$ cat src/rtl/sector_bitfix_pkg.sv
package sector_bitfix_pkg;

  typedef enum logic [2:0] {
    ST_IDLE,
    ST_WAIT_RDY,
    ST_DECIDE,
    ST_PROBE,
    ST_MODIFY,
    ST_FINISH
  } fixState_t;

  // strobes from control to datapath
  typedef struct packed {
    logic clearResult;
    logic capture;
    logic markUnc;
    logic memRead;
    logic memWrite;
    logic fixInc;
    logic slotNext;
  } fixStrobe_t;

  // status from datapath to control
  typedef struct packed {
    logic cntZero;
    logic cntOver;
    logic inRange;
    logic lastSlot;
  } fixFlags_t;

endpackage

$ cat src/rtl/sector_bitfix_dp.sv
module sector_bitfix_dp
  import sector_bitfix_pkg::*;
#(
  parameter int SECTOR_BYTES = 512,
  parameter int LOC_W        = 13,
  parameter int MAX_FIX      = 8,
  parameter int CNT_W        = 4,
  parameter int BYTE_AW      = $clog2(SECTOR_BYTES)
) (
  input  logic               clk,
  input  logic               rstN,
  input  fixStrobe_t         strobe,
  output fixFlags_t          flags,
  input  logic [CNT_W-1:0]   errCount,
  input  logic [31:0]        locWord1,
  input  logic [31:0]        locWord2,
  input  logic [31:0]        locWord3,
  input  logic [7:0]         locTopByte,
  output logic [BYTE_AW-1:0] memAddr,
  output logic               memRdEn,
  input  logic [7:0]         memRdData,
  output logic               memWrEn,
  output logic [7:0]         memWrData,
  output logic [CNT_W-1:0]   fixCount,
  output logic               uncorrectable
);

  localparam int DATA_BITS = SECTOR_BYTES * 8;
  localparam int PACK_W    = LOC_W * MAX_FIX;
  localparam int SLOT_W    = $clog2(MAX_FIX);

  logic [PACK_W-1:0] packedLocs;
  logic [CNT_W-1:0]  heldCount;
  logic [SLOT_W-1:0] slotIdx;
  logic [LOC_W-1:0]  slotLoc [MAX_FIX];
  logic [LOC_W-1:0]  bitAddr;
  logic [7:0]        flipMask;

  always_ff @(posedge clk) begin
    if (!rstN) begin
      packedLocs    <= '0;
      heldCount     <= '0;
      slotIdx       <= '0;
      fixCount      <= '0;
      uncorrectable <= 1'b0;
    end else begin
      if (strobe.clearResult) begin
        fixCount      <= '0;
        uncorrectable <= 1'b0;
      end
      if (strobe.capture) begin
        packedLocs <= PACK_W'({locTopByte, locWord3, locWord2, locWord1});
        heldCount  <= errCount;
        slotIdx    <= '0;
      end
      if (strobe.markUnc)  uncorrectable <= 1'b1;
      if (strobe.fixInc)   fixCount      <= fixCount + CNT_W'(1);
      if (strobe.slotNext) slotIdx       <= slotIdx + SLOT_W'(1);
    end
  end

  // fixed-width unpack of the position fields
  for (genvar k = 0; k < MAX_FIX; k++) begin : g_unpack
    assign slotLoc[k] = packedLocs[LOC_W*k +: LOC_W];
  end

  always_comb begin
    bitAddr  = slotLoc[slotIdx] ^ LOC_W'(3);
    flipMask = 8'(1) << bitAddr[2:0];
  end

  assign flags.cntZero  = (heldCount == '0);
  assign flags.cntOver  = (heldCount > CNT_W'(MAX_FIX));
  assign flags.inRange  = (bitAddr < LOC_W'(DATA_BITS));
  assign flags.lastSlot = (CNT_W'(slotIdx) == heldCount - CNT_W'(1));

  assign memAddr   = bitAddr[BYTE_AW+2:3];
  assign memRdEn   = strobe.memRead;
  assign memWrEn   = strobe.memWrite;
  assign memWrData = memRdData ^ flipMask;

endmodule

$ cat src/rtl/sector_bitfix_ctl.sv
module sector_bitfix_ctl
  import sector_bitfix_pkg::*;
(
  input  logic       clk,
  input  logic       rstN,
  input  logic       start,
  input  logic       codeReady,
  input  fixFlags_t  flags,
  output fixStrobe_t strobe,
  output logic       done
);

  fixState_t state, nextState;

  always_ff @(posedge clk) begin
    if (!rstN) state <= ST_IDLE;
    else       state <= nextState;
  end

  always_comb begin
    strobe    = '0;
    nextState = state;
    done      = 1'b0;
    unique case (state)
      ST_IDLE: begin
        if (start) begin
          strobe.clearResult = 1'b1;
          nextState          = ST_WAIT_RDY;
        end
      end
      ST_WAIT_RDY: begin
        if (codeReady) begin
          strobe.capture = 1'b1;
          nextState      = ST_DECIDE;
        end
      end
      ST_DECIDE: begin
        if (flags.cntZero) begin
          nextState = ST_FINISH;
        end else if (flags.cntOver) begin
          strobe.markUnc = 1'b1;
          nextState      = ST_FINISH;
        end else begin
          nextState = ST_PROBE;
        end
      end
      ST_PROBE: begin
        if (flags.inRange) begin
          strobe.memRead = 1'b1;
          nextState      = ST_MODIFY;
        end else if (flags.lastSlot) begin
          nextState = ST_FINISH;
        end else begin
          strobe.slotNext = 1'b1;
        end
      end
      ST_MODIFY: begin
        strobe.memWrite = 1'b1;
        strobe.fixInc   = 1'b1;
        if (flags.lastSlot) begin
          nextState = ST_FINISH;
        end else begin
          strobe.slotNext = 1'b1;
          nextState       = ST_PROBE;
        end
      end
      ST_FINISH: begin
        done      = 1'b1;
        nextState = ST_IDLE;
      end
      default: nextState = ST_IDLE;
    endcase
  end

endmodule

$ cat src/rtl/sector_bitfix.sv
module sector_bitfix
  import sector_bitfix_pkg::*;
#(
  parameter int SECTOR_BYTES = 512,
  parameter int LOC_W        = 13,
  parameter int MAX_FIX      = 8,
  parameter int CNT_W        = 4,
  parameter int BYTE_AW      = $clog2(SECTOR_BYTES)
) (
  input  logic               clk,
  input  logic               rstN,
  input  logic               start,
  input  logic               codeReady,
  input  logic [CNT_W-1:0]   errCount,
  input  logic [31:0]        locWord1,
  input  logic [31:0]        locWord2,
  input  logic [31:0]        locWord3,
  input  logic [7:0]         locTopByte,
  output logic [BYTE_AW-1:0] memAddr,
  output logic               memRdEn,
  input  logic [7:0]         memRdData,
  output logic               memWrEn,
  output logic [7:0]         memWrData,
  output logic               done,
  output logic [CNT_W-1:0]   fixCount,
  output logic               uncorrectable
);

  fixStrobe_t strobe;
  fixFlags_t  flags;

  sector_bitfix_ctl u_ctl (
    .clk       (clk),
    .rstN      (rstN),
    .start     (start),
    .codeReady (codeReady),
    .flags     (flags),
    .strobe    (strobe),
    .done      (done)
  );

  sector_bitfix_dp #(
    .SECTOR_BYTES (SECTOR_BYTES),
    .LOC_W        (LOC_W),
    .MAX_FIX      (MAX_FIX),
    .CNT_W        (CNT_W),
    .BYTE_AW      (BYTE_AW)
  ) u_dp (
    .clk           (clk),
    .rstN          (rstN),
    .strobe        (strobe),
    .flags         (flags),
    .errCount      (errCount),
    .locWord1      (locWord1),
    .locWord2      (locWord2),
    .locWord3      (locWord3),
    .locTopByte    (locTopByte),
    .memAddr       (memAddr),
    .memRdEn       (memRdEn),
    .memRdData     (memRdData),
    .memWrEn       (memWrEn),
    .memWrData     (memWrData),
    .fixCount      (fixCount),
    .uncorrectable (uncorrectable)
  );

endmodule

$ cat config.mk
export PLATFORM = sky130hd
export DESIGN_NAME = sector_bitfix
export DESIGN_NICKNAME = d
export VERILOG_FILES = /design/src/rtl/sector_bitfix_pkg.sv /design/src/rtl/sector_bitfix_dp.sv /design/src/rtl/sector_bitfix_ctl.sv /design/src/rtl/sector_bitfix.sv
export SDC_FILE = /design/constraint.sdc
export NUM_CORES = 1
export LEC_CHECK = 0
export BUFFER_PORTS_ARGS = -buffer_cell sky130_fd_sc_hd__buf_2
export CAP_MARGIN = 20
export CORE_MARGIN = 8
export CORE_UTILIZATION = 41
export CTS_BUF_LIST = sky130_fd_sc_hd__clkbuf_2
export DETAILED_ROUTE_END_ITERATION = 8
export PLACE_DENSITY_LB_ADDON = 0.08
export SLEW_MARGIN = 10
export SYNTH_ARGS = -nofsm -noshare
export SYNTH_HDL_FRONTEND = slang
export SYNTH_SLANG_ARGS = --single-unit
$ cat constraint.sdc
create_clock -name clk -period 2.52 [get_ports clk]
set_input_delay 0.63 -clock clk [delete_from_list [all_inputs] [get_ports clk]]
set_output_delay 0.63 -clock clk [all_outputs]
set_load 0.1 [all_outputs]
==> results of run 1 <==
==> layout make-up <==
type,instances,area (um^2)
Clock inverter,11,159
Multi-Input combinational cell,462,3230
Antenna cell,1,2.50
Timing Repair Buffer,176,1400
Inverter,3,13.8
Tap cell,176,220
Fill cell,1204,5780
Clock buffer,18,90.1
Sequential cell,119,2390
==> worst paths after layout <==
path / startpoint / to / slack, ns / cells past startpoint
min: locWord1[31] / u_dp.packedLocs[31]$_SDFFE_PN0P_ / 0.16 / 3
max: u_dp.slotIdx[0]$_SDFFE_PN0P_ / memWrData[0] / -0.73 / 8
min reg2reg: u_dp.fixCount[3]$_SDFFE_PN0P_ / u_dp.fixCount[3]$_SDFFE_PN0P_ / 0.46 / 1
max reg2reg: u_dp.slotIdx[0]$_SDFFE_PN0P_ / u_dp.slotIdx[0]$_SDFFE_PN0P_ / 0.36 / 9
==> critical path, delay by kind of cell (launching register included) <==
family | cells | cell delay [ns]
simple gates | 1 | 0.04
flops | 1 | 0.43
buf+inv | 4 | 0.61
xor+xnor | 1 | 0.15
mux | 2 | 0.71
==> logic make-up (layout without fill, tap and decap cells) <==
logic type / after synthesis / in the layout / share of synthesized area [%]
other cells: 0 / 1 / 0
xor+xnor: 15 / 15 / 2.35
mux: 42 / 42 / 13.4
compound gates: 132 / 132 / 17.3
fa+ha+maj: 4 / 4 / 0.895
flops: 119 / 119 / 42.6
buf+inv: 51 / 208 / 4.01
simple gates: 269 / 269 / 19.4
==> cells in the final DEF, fill, tap and decap left out, types with 9 or more instances in the layout <==
master      n
buf_2     124
mux4_2     23
clkbuf_2   18
buf_12     23
buf_4      16
nand2_1   229
dfxtp_1   114
buf_6       9
mux2_4     10
a21boi_0  109
==> synth_stat cells (all sizes together), types with 4 or more instances <==
cell / instances
mux2i: 7
nand3: 5
clkbuf: 37
a21oi: 7
xor2: 7
mux2: 11
nor3: 4
mux4: 24
a22oi: 4
nor2: 9
dfxtp: 119
buf: 11
a21boi: 109
nand2: 232
o21ai: 5
ha: 4
xnor2: 8
nor2b: 6
==> timing repair <==
item / in CTS / in global routing
resized for setup: 63 / 11
pin swaps: 3 / 0
gates cloned: 3 / 0
setup endpoints to repair: 20 / 20
buffers inserted: 9 / 3
==> sequential cells by signal, indices dropped and copies added, names as in the netlist <==
name                cells
u_dp.uncorrectable      1
u_dp.heldCount          4
u_dp.slotIdx            3
u_dp.fixCount           4
u_ctl.state             3
u_dp.packedLocs       104
==> power groups by stage <==
stage	combinational [mW]	clock, mW	sequential (mW)
2_1_floorplan	0.489	0	2.05
3_5_place_dp	0.743	0	2.08
3_3_place_gp	0.731	0	2.08
6_report	0.800	1.34	2.04
4_1_cts	0.795	1.37	2.04
5_1_grt	0.869	1.47	2.05
==> metrics by stage <==
step                      hold WS, ns  total power, mW
after floorplan                 0.439             2.54
after global placement          0.440             2.81
after detailed placement        0.439             2.83
after CTS                      0.0992             4.21
after global routing           0.0734             4.39
final                           0.162             4.18
==> metal layers <==
| metal | global-route usage (%) | routed length, um | up-vias |
|---|---|---|---|
| met5 | 0 | 0 | - |
| met4 | 6.44 | 270 | 0 |
| met3 | 6.09 | 998 | 20 |
| met2 | 32.5 | 8130 | 157 |
| met1 | 19.2 | 6270 | 2253 |
| li1 | - | - | 2421 |
==> summary.md, run 1 <==
| Metric | Value |
|---|---|
| Number of remaining DRC errors | `0` |
| Setup Viol. Count Final | `18` |
| Clock skew after layout | `about 0.028 ns` |
| Starting utilization of the core area | `a little over two fifths` |
| Post-Synthesis Cells | `roughly 630` |
| CP max-delay cell | `mux4_2` |
| Dominant register cell in the synthesized netlist | `dfxtp_1` |
| Sequential share of power | `between 40% and 50%` |
| Buffer cell driving the clock tree root | `clkbuf_2` |
| Unrepaired setup endpoints after global routing | `yes` |
| Sequential-to-total area share from yosys stat | `a little over two fifths` |
| Crit-path max cell delay | `a little over 0.5 ns` |
| Drt first-iter violations | `about 270` |
| Async set or reset register ratio after synthesis | `0%` |
| Critical-path maximum fanout | `7` |
| Count of nets left with antenna violations after detail routing | `0` |
| Largest area contributor in the synthesized netlist | `dfxtp_1` |
| Kind of launch point of the worst setup path | `flip-flop` |
| Leakage | `2.90 nW` |
| H-tree levels | `4` |
| WL final | `roughly 16 mm` |
| Clock share of power | `32.1%` |
| Final Max Tran Viols | `0` |
| Maximum number of pins on one net before global-route repair | `71` |
| Core box area | `around 0.013 mm^2` |
| Leading cell types by total area after synthesis | `dfxtp_1 (43%), nand2_1 (16%), a21boi_0 (15%), mux4_2 (9.3%), clkbuf_1 (2.5%)` |
| Num Clock Sinks | `between 100 and 150` |
| Worst slack at placement | `-0.104 ns` |
| Post-synthesis net count | `between 700 and 800` |
| Worst Hold Class | `in -> reg` |
| GRT overflow | `0` |
| Worst-margin pin slew | `between 0.5 and 0.6 ns` |
| Achievable frequency | `~0.31 GHz` |
| Via density per instance | `~5` |
| Library cell appearing most often on the critical path | `buf_4` |
| Result of the run | `complete, but fails checks` |
| Setup slack of the critical path after layout | `-0.727 ns` |
| Count of unique library cells instantiated by Yosys | `39` |
| Arrival @ worst endpoint | `between 2 and 3 ns` |
| Layout net count | `approximately 900` |
| Worst-case vdd ir drop | `0.371 mV` |
| Placed instance area | `approximately 0.007 mm^2` |
| Buffers from clock root to sink, at most | `2` |
| Setup TNS Final | `-10.89 ns` |
| Post-synthesis sequential element count | `approximately 120` |
| Tcrit/Tclk final | `129%` |
| Post-synthesis average cell area | `a little under 9 um^2` |
| Ports | `between 100 and 150` |
| Max transition margin | `a little over three fifths` |
| Endpoint kind of the worst setup timing path | `primary output` |
| Violated checks | `setup timing` |
| First-pass DRT Iterations | `7` |
| WL per Instance | `~16 um` |
| Via total after detailed routing | `around 4900` |
| Max-capacitance violation count | `0` |
| CTS Hold Buffers Added | `0` |
| Clock latency on the worst-skew pair | `approximately 0.7 ns` |
| Final core area utilization | `a little under three fifths` |
| Combinational Power Share | `between 10% and 20%` |
| Required time at the worst-slack endpoint | `around 1.9 ns` |
| CTS tree | `yes` |
| Switching part of the total | `29.3%` |
| Count of buffers inserted at the top-level ports | `around 140` |
| Netlist Area Pre-Place | `0.00559 mm^2` |
| NetSw | `roughly 1.2 mW` |
| Number of enable-type register cells in the synthesized netlist | `0` |
| Final hold violations | `0` |
| Area delta synth->final | `34.4%` |
| Final Instance Count excl. Fillers | `966` |
| Placement Rows | `between 40 and 50` |
| Area fraction of the dominant cell type after synthesis | `a little over two fifths` |
| Post-Place Cells | `around 920` |
| Area of the die | `approximately 0.018 mm^2` |
| Number of CTS-inserted buffers | `17` |
| Wire length of the first global-routing pass | `approximately 26 mm` |
| Classification of the worst setup path | `reg -> out` |
| RD Place Congestion | `between 0.7 and 0.8` |
| Number of global-route vias before repair | `roughly 5200` |
| Power density of the placed cells | `approximately 560 mW/mm^2` |
| Fraction of layout cells with a size suffix above 1 | `approximately 34%` |
| All-layer global routing usage | `18.1%` |
| Horizontal die dimension | `133 um` |
| Antenna violations before repair | `1` |
| Internal power consumption | `slightly below 3 mW` |
| Vert. Die Dim | `133 um` |
| Clock period minus worst slack | `about 3.2 ns` |
| Detailed placement HPWL | `about 11 mm` |
| Design Area, Final | `approximately 0.0075 mm^2` |
| Number of warnings issued by yosys | `0` |
| Reg clk slew, reported paths | `between 0.15 and 0.2 ns` |
| Sequence of cells on the critical path | `buf_4 -> mux4_2 -> mux2i_4 -> buf_6 -> nor3_2 -> buf_4 -> xor2_4 -> buf_12` |
Note: power is estimated with default switching activity, not from simulation.
==> inputs of run 2 (changes only) <==
Settings changed: PLACE_DENSITY set to 0.63, PLACE_DENSITY_LB_ADDON 0.08 to unset.
==> summary.md, run 2 (synthesis gave the netlist of run 1 again) <==
| Metric | Value |
|---|---|
| Placement Rows | `42 (unchanged)` |
| Horizontal die dimension | `133 um (unchanged)` |
| Wire length of the first global-routing pass | `25.7 mm (was 25.5 mm)` |
| Fraction of layout cells with a size suffix above 1 | `34.2% (was 34.0%)` |
| Final Max Tran Viols | `0 (unchanged)` |
| Kind of launch point of the worst setup path | `flip-flop (unchanged)` |
| Most frequent standard cell in the layout excluding fill and tap cells | `nand2_1 (unchanged)` |
| RD Place Congestion | `0.819 (was 0.783)` |
| Vert. Die Dim | `133 um (unchanged)` |
| Drt first-iter violations | `242 (was 272)` |
| Clock period minus worst slack | `3.22 ns (was 3.25 ns)` |
| H-tree levels | `4 (unchanged)` |
| Via total after detailed routing | `4882 (was 4851)` |
| Worst Hold Class | `in -> reg (unchanged)` |
| Ports | `145 (unchanged)` |
| Clock latency on the worst-skew pair | `0.66 ns (was 0.69 ns)` |
| Detailed placement HPWL | `11.8 mm (was 11.4 mm)` |
| WL final | `16.0 mm (was 15.7 mm)` |
| GRT overflow | `0 (unchanged)` |
| Critical-path maximum fanout | `8 (was 7)` |
| Buffer cell driving the clock tree root | `clkbuf_2 (unchanged)` |
| Violated checks | `setup timing (unchanged)` |
| Layout fillers | `1184 (was 1204)` |
| Area of the die | `0.0176 mm^2 (unchanged)` |
| Highest-count cells in the layout ignoring fill and taps | `nand2_1 (228), buf_2 (124), dfxtp_1 (115) (was nand2_1 (229), buf_2 (124), dfxtp_1 (114))` |
| Max-capacitance violation count | `0 (unchanged)` |
| Worst-case vdd ir drop | `0.410 mV (was 0.371 mV)` |
| Endpoint kind of the worst setup timing path | `primary output (unchanged)` |
| Unrepaired setup endpoints after global routing | `yes (unchanged)` |
| Achievable frequency | `0.310 GHz (was 0.308 GHz)` |
| Starting utilization of the core area | `42.0% (unchanged)` |
| Setup slack of the critical path after layout | `-0.702 ns (was -0.727 ns)` |
| Buffers from clock root to sink, at most | `2 (unchanged)` |
| CTS Hold Buffers Added | `0 (unchanged)` |
| Worst slack at placement | `-0.126 ns (was -0.104 ns)` |
| Setup TNS Final | `-11.24 ns (was -10.89 ns)` |
| Arrival @ worst endpoint | `2.59 ns (was 2.62 ns)` |
| WL per Instance | `16.6 um (was 16.2 um)` |
| Number of CTS-inserted buffers | `17 (unchanged)` |
| Final Instance Count excl. Fillers | `966 (unchanged)` |
| Count of buffers inserted at the top-level ports | `144 (unchanged)` |
| Num Clock Sinks | `119 (unchanged)` |
| Final hold violations | `0 (unchanged)` |
| Leakage | `2.87 nW (was 2.90 nW)` |
| Max transition margin | `55.9% (was 62.6%)` |
| Core box area | `0.0133 mm^2 (unchanged)` |
| Flip-flop count of the largest register, all copies and words added | `104 (unchanged)` |
| Area delta synth->final | `34.4% (about the same)` |
| Maximum number of pins on one net before global-route repair | `58 (was 71)` |
| Post-Place Cells | `922 (unchanged)` |
| Classification of the worst setup path | `reg -> out (unchanged)` |
| Via density per instance | `5.05 (was 5.02)` |
| Worst-margin pin slew | `0.661 ns (was 0.561 ns)` |
| Clock skew after layout | `0.0252 ns (was 0.0279 ns)` |
| Sequential cell area | `0.00239 mm^2 (about the same)` |
| Registers with the most flip-flops | `u_dp.packedLocs x104, u_dp.fixCount x4, u_dp.heldCount x4 (unchanged)` |
| Antenna violations before repair | `1 (unchanged)` |
| Number of global-route vias before repair | `5208 (was 5216)` |
| All-layer global routing usage | `18.2% (was 18.1%)` |
| Tcrit/Tclk final | `128% (was 129%)` |
| Setup Viol. Count Final | `18 (unchanged)` |
| Multi-input logic area | `0.00327 mm^2 (was 0.00323 mm^2)` |
| Count of nets left with antenna violations after detail routing | `0 (unchanged)` |
| Result of the run | `complete, but fails checks (unchanged)` |
| Register containing the most flip-flops in the final layout | `u_dp.packedLocs (unchanged)` |
| Required time at the worst-slack endpoint | `1.89 ns (about the same)` |
| First-pass DRT Iterations | `4 (was 7)` |
| CTS tree | `yes (unchanged)` |
| Number of remaining DRC errors | `0 (unchanged)` |
| Power density of the placed cells | `544 mW/mm^2 (was 557 mW/mm^2)` |
| Layout net count | `900 (was 903)` |
| Reg clk slew, reported paths | `0.21 ns (was 0.17 ns)` |
## run 2: worst paths after layout
path | start | endpoint | slack [ns] | cells past startpoint
max | u_dp.slotIdx[0]$_SDFFE_PN0P_ | memWrData[1] | -0.70 | 5
min | locWord1[5] | u_dp.packedLocs[5]$_SDFFE_PN0P_ | 0.18 | 3
max reg2reg | u_dp.slotIdx[0]$_SDFFE_PN0P_ | u_dp.slotIdx[2]$_SDFFE_PN0P_ | 0.24 | 10
min reg2reg | u_dp.packedLocs[90]$_SDFFE_PN0P_ | u_dp.packedLocs[90]$_SDFFE_PN0P_ | 0.47 | 2
## run 2: critical path, cell delays in order (launching register included)
cell and delay [ns]:
dfxtp_4 0.46, mux4_2 0.56, mux2_4 0.33, nor3_4 0.24, xor2_4 0.19, buf_12 0.19
## run 2: cell type report
type                       count  area share (%)
antenna                        1          0.0333
clock buffer                  17            1.13
clock inverter                15            2.08
inverter                       3           0.183
multi-input combinational    462            43.5
sequential                   119            31.8
tap                          176            2.93
timing repair buffer         173            18.3
## run 2: per-stage QoR
step                hold WS [ns]  area, um^2  power, mW  util (%)
finish                     0.183        7510       4.09      56.5
global route               0.102        7510       4.28      56.5
CTS                        0.124        7380       4.11      55.5
detailed placement         0.452        6850       2.83      51.5
global placement           0.436        6850       2.81      51.5
floorplan                  0.439        5760       2.54         -
## run 2: timing repair
item | in CTS | in global routing
buffers inserted | 8 | 2
gates resized for setup | 54 | 25
cloned | 1 | 1
pin swaps | 9 | 3
endpoints found under the setup margin | 20 | 20
## run 2: metal layers
metal	vias to the layer above	routed length (um)	GRT usage [%]	part of all wire (%)
met5	-	0	0	0
met4	0	205	4.79	1.3
met2	133	8580	33.6	54
met1	2317	6330	19.4	39
met3	12	920	5.87	5.7
li1	2420	-	-	-
## run 2: power by group
group	switching, mW	internal, mW	leakage, nW
combinational	0.453	0.353	1.78
clock	0.780	0.454	0.128
sequential	0.0684	1.98	0.970
total	1.30	2.78	2.87
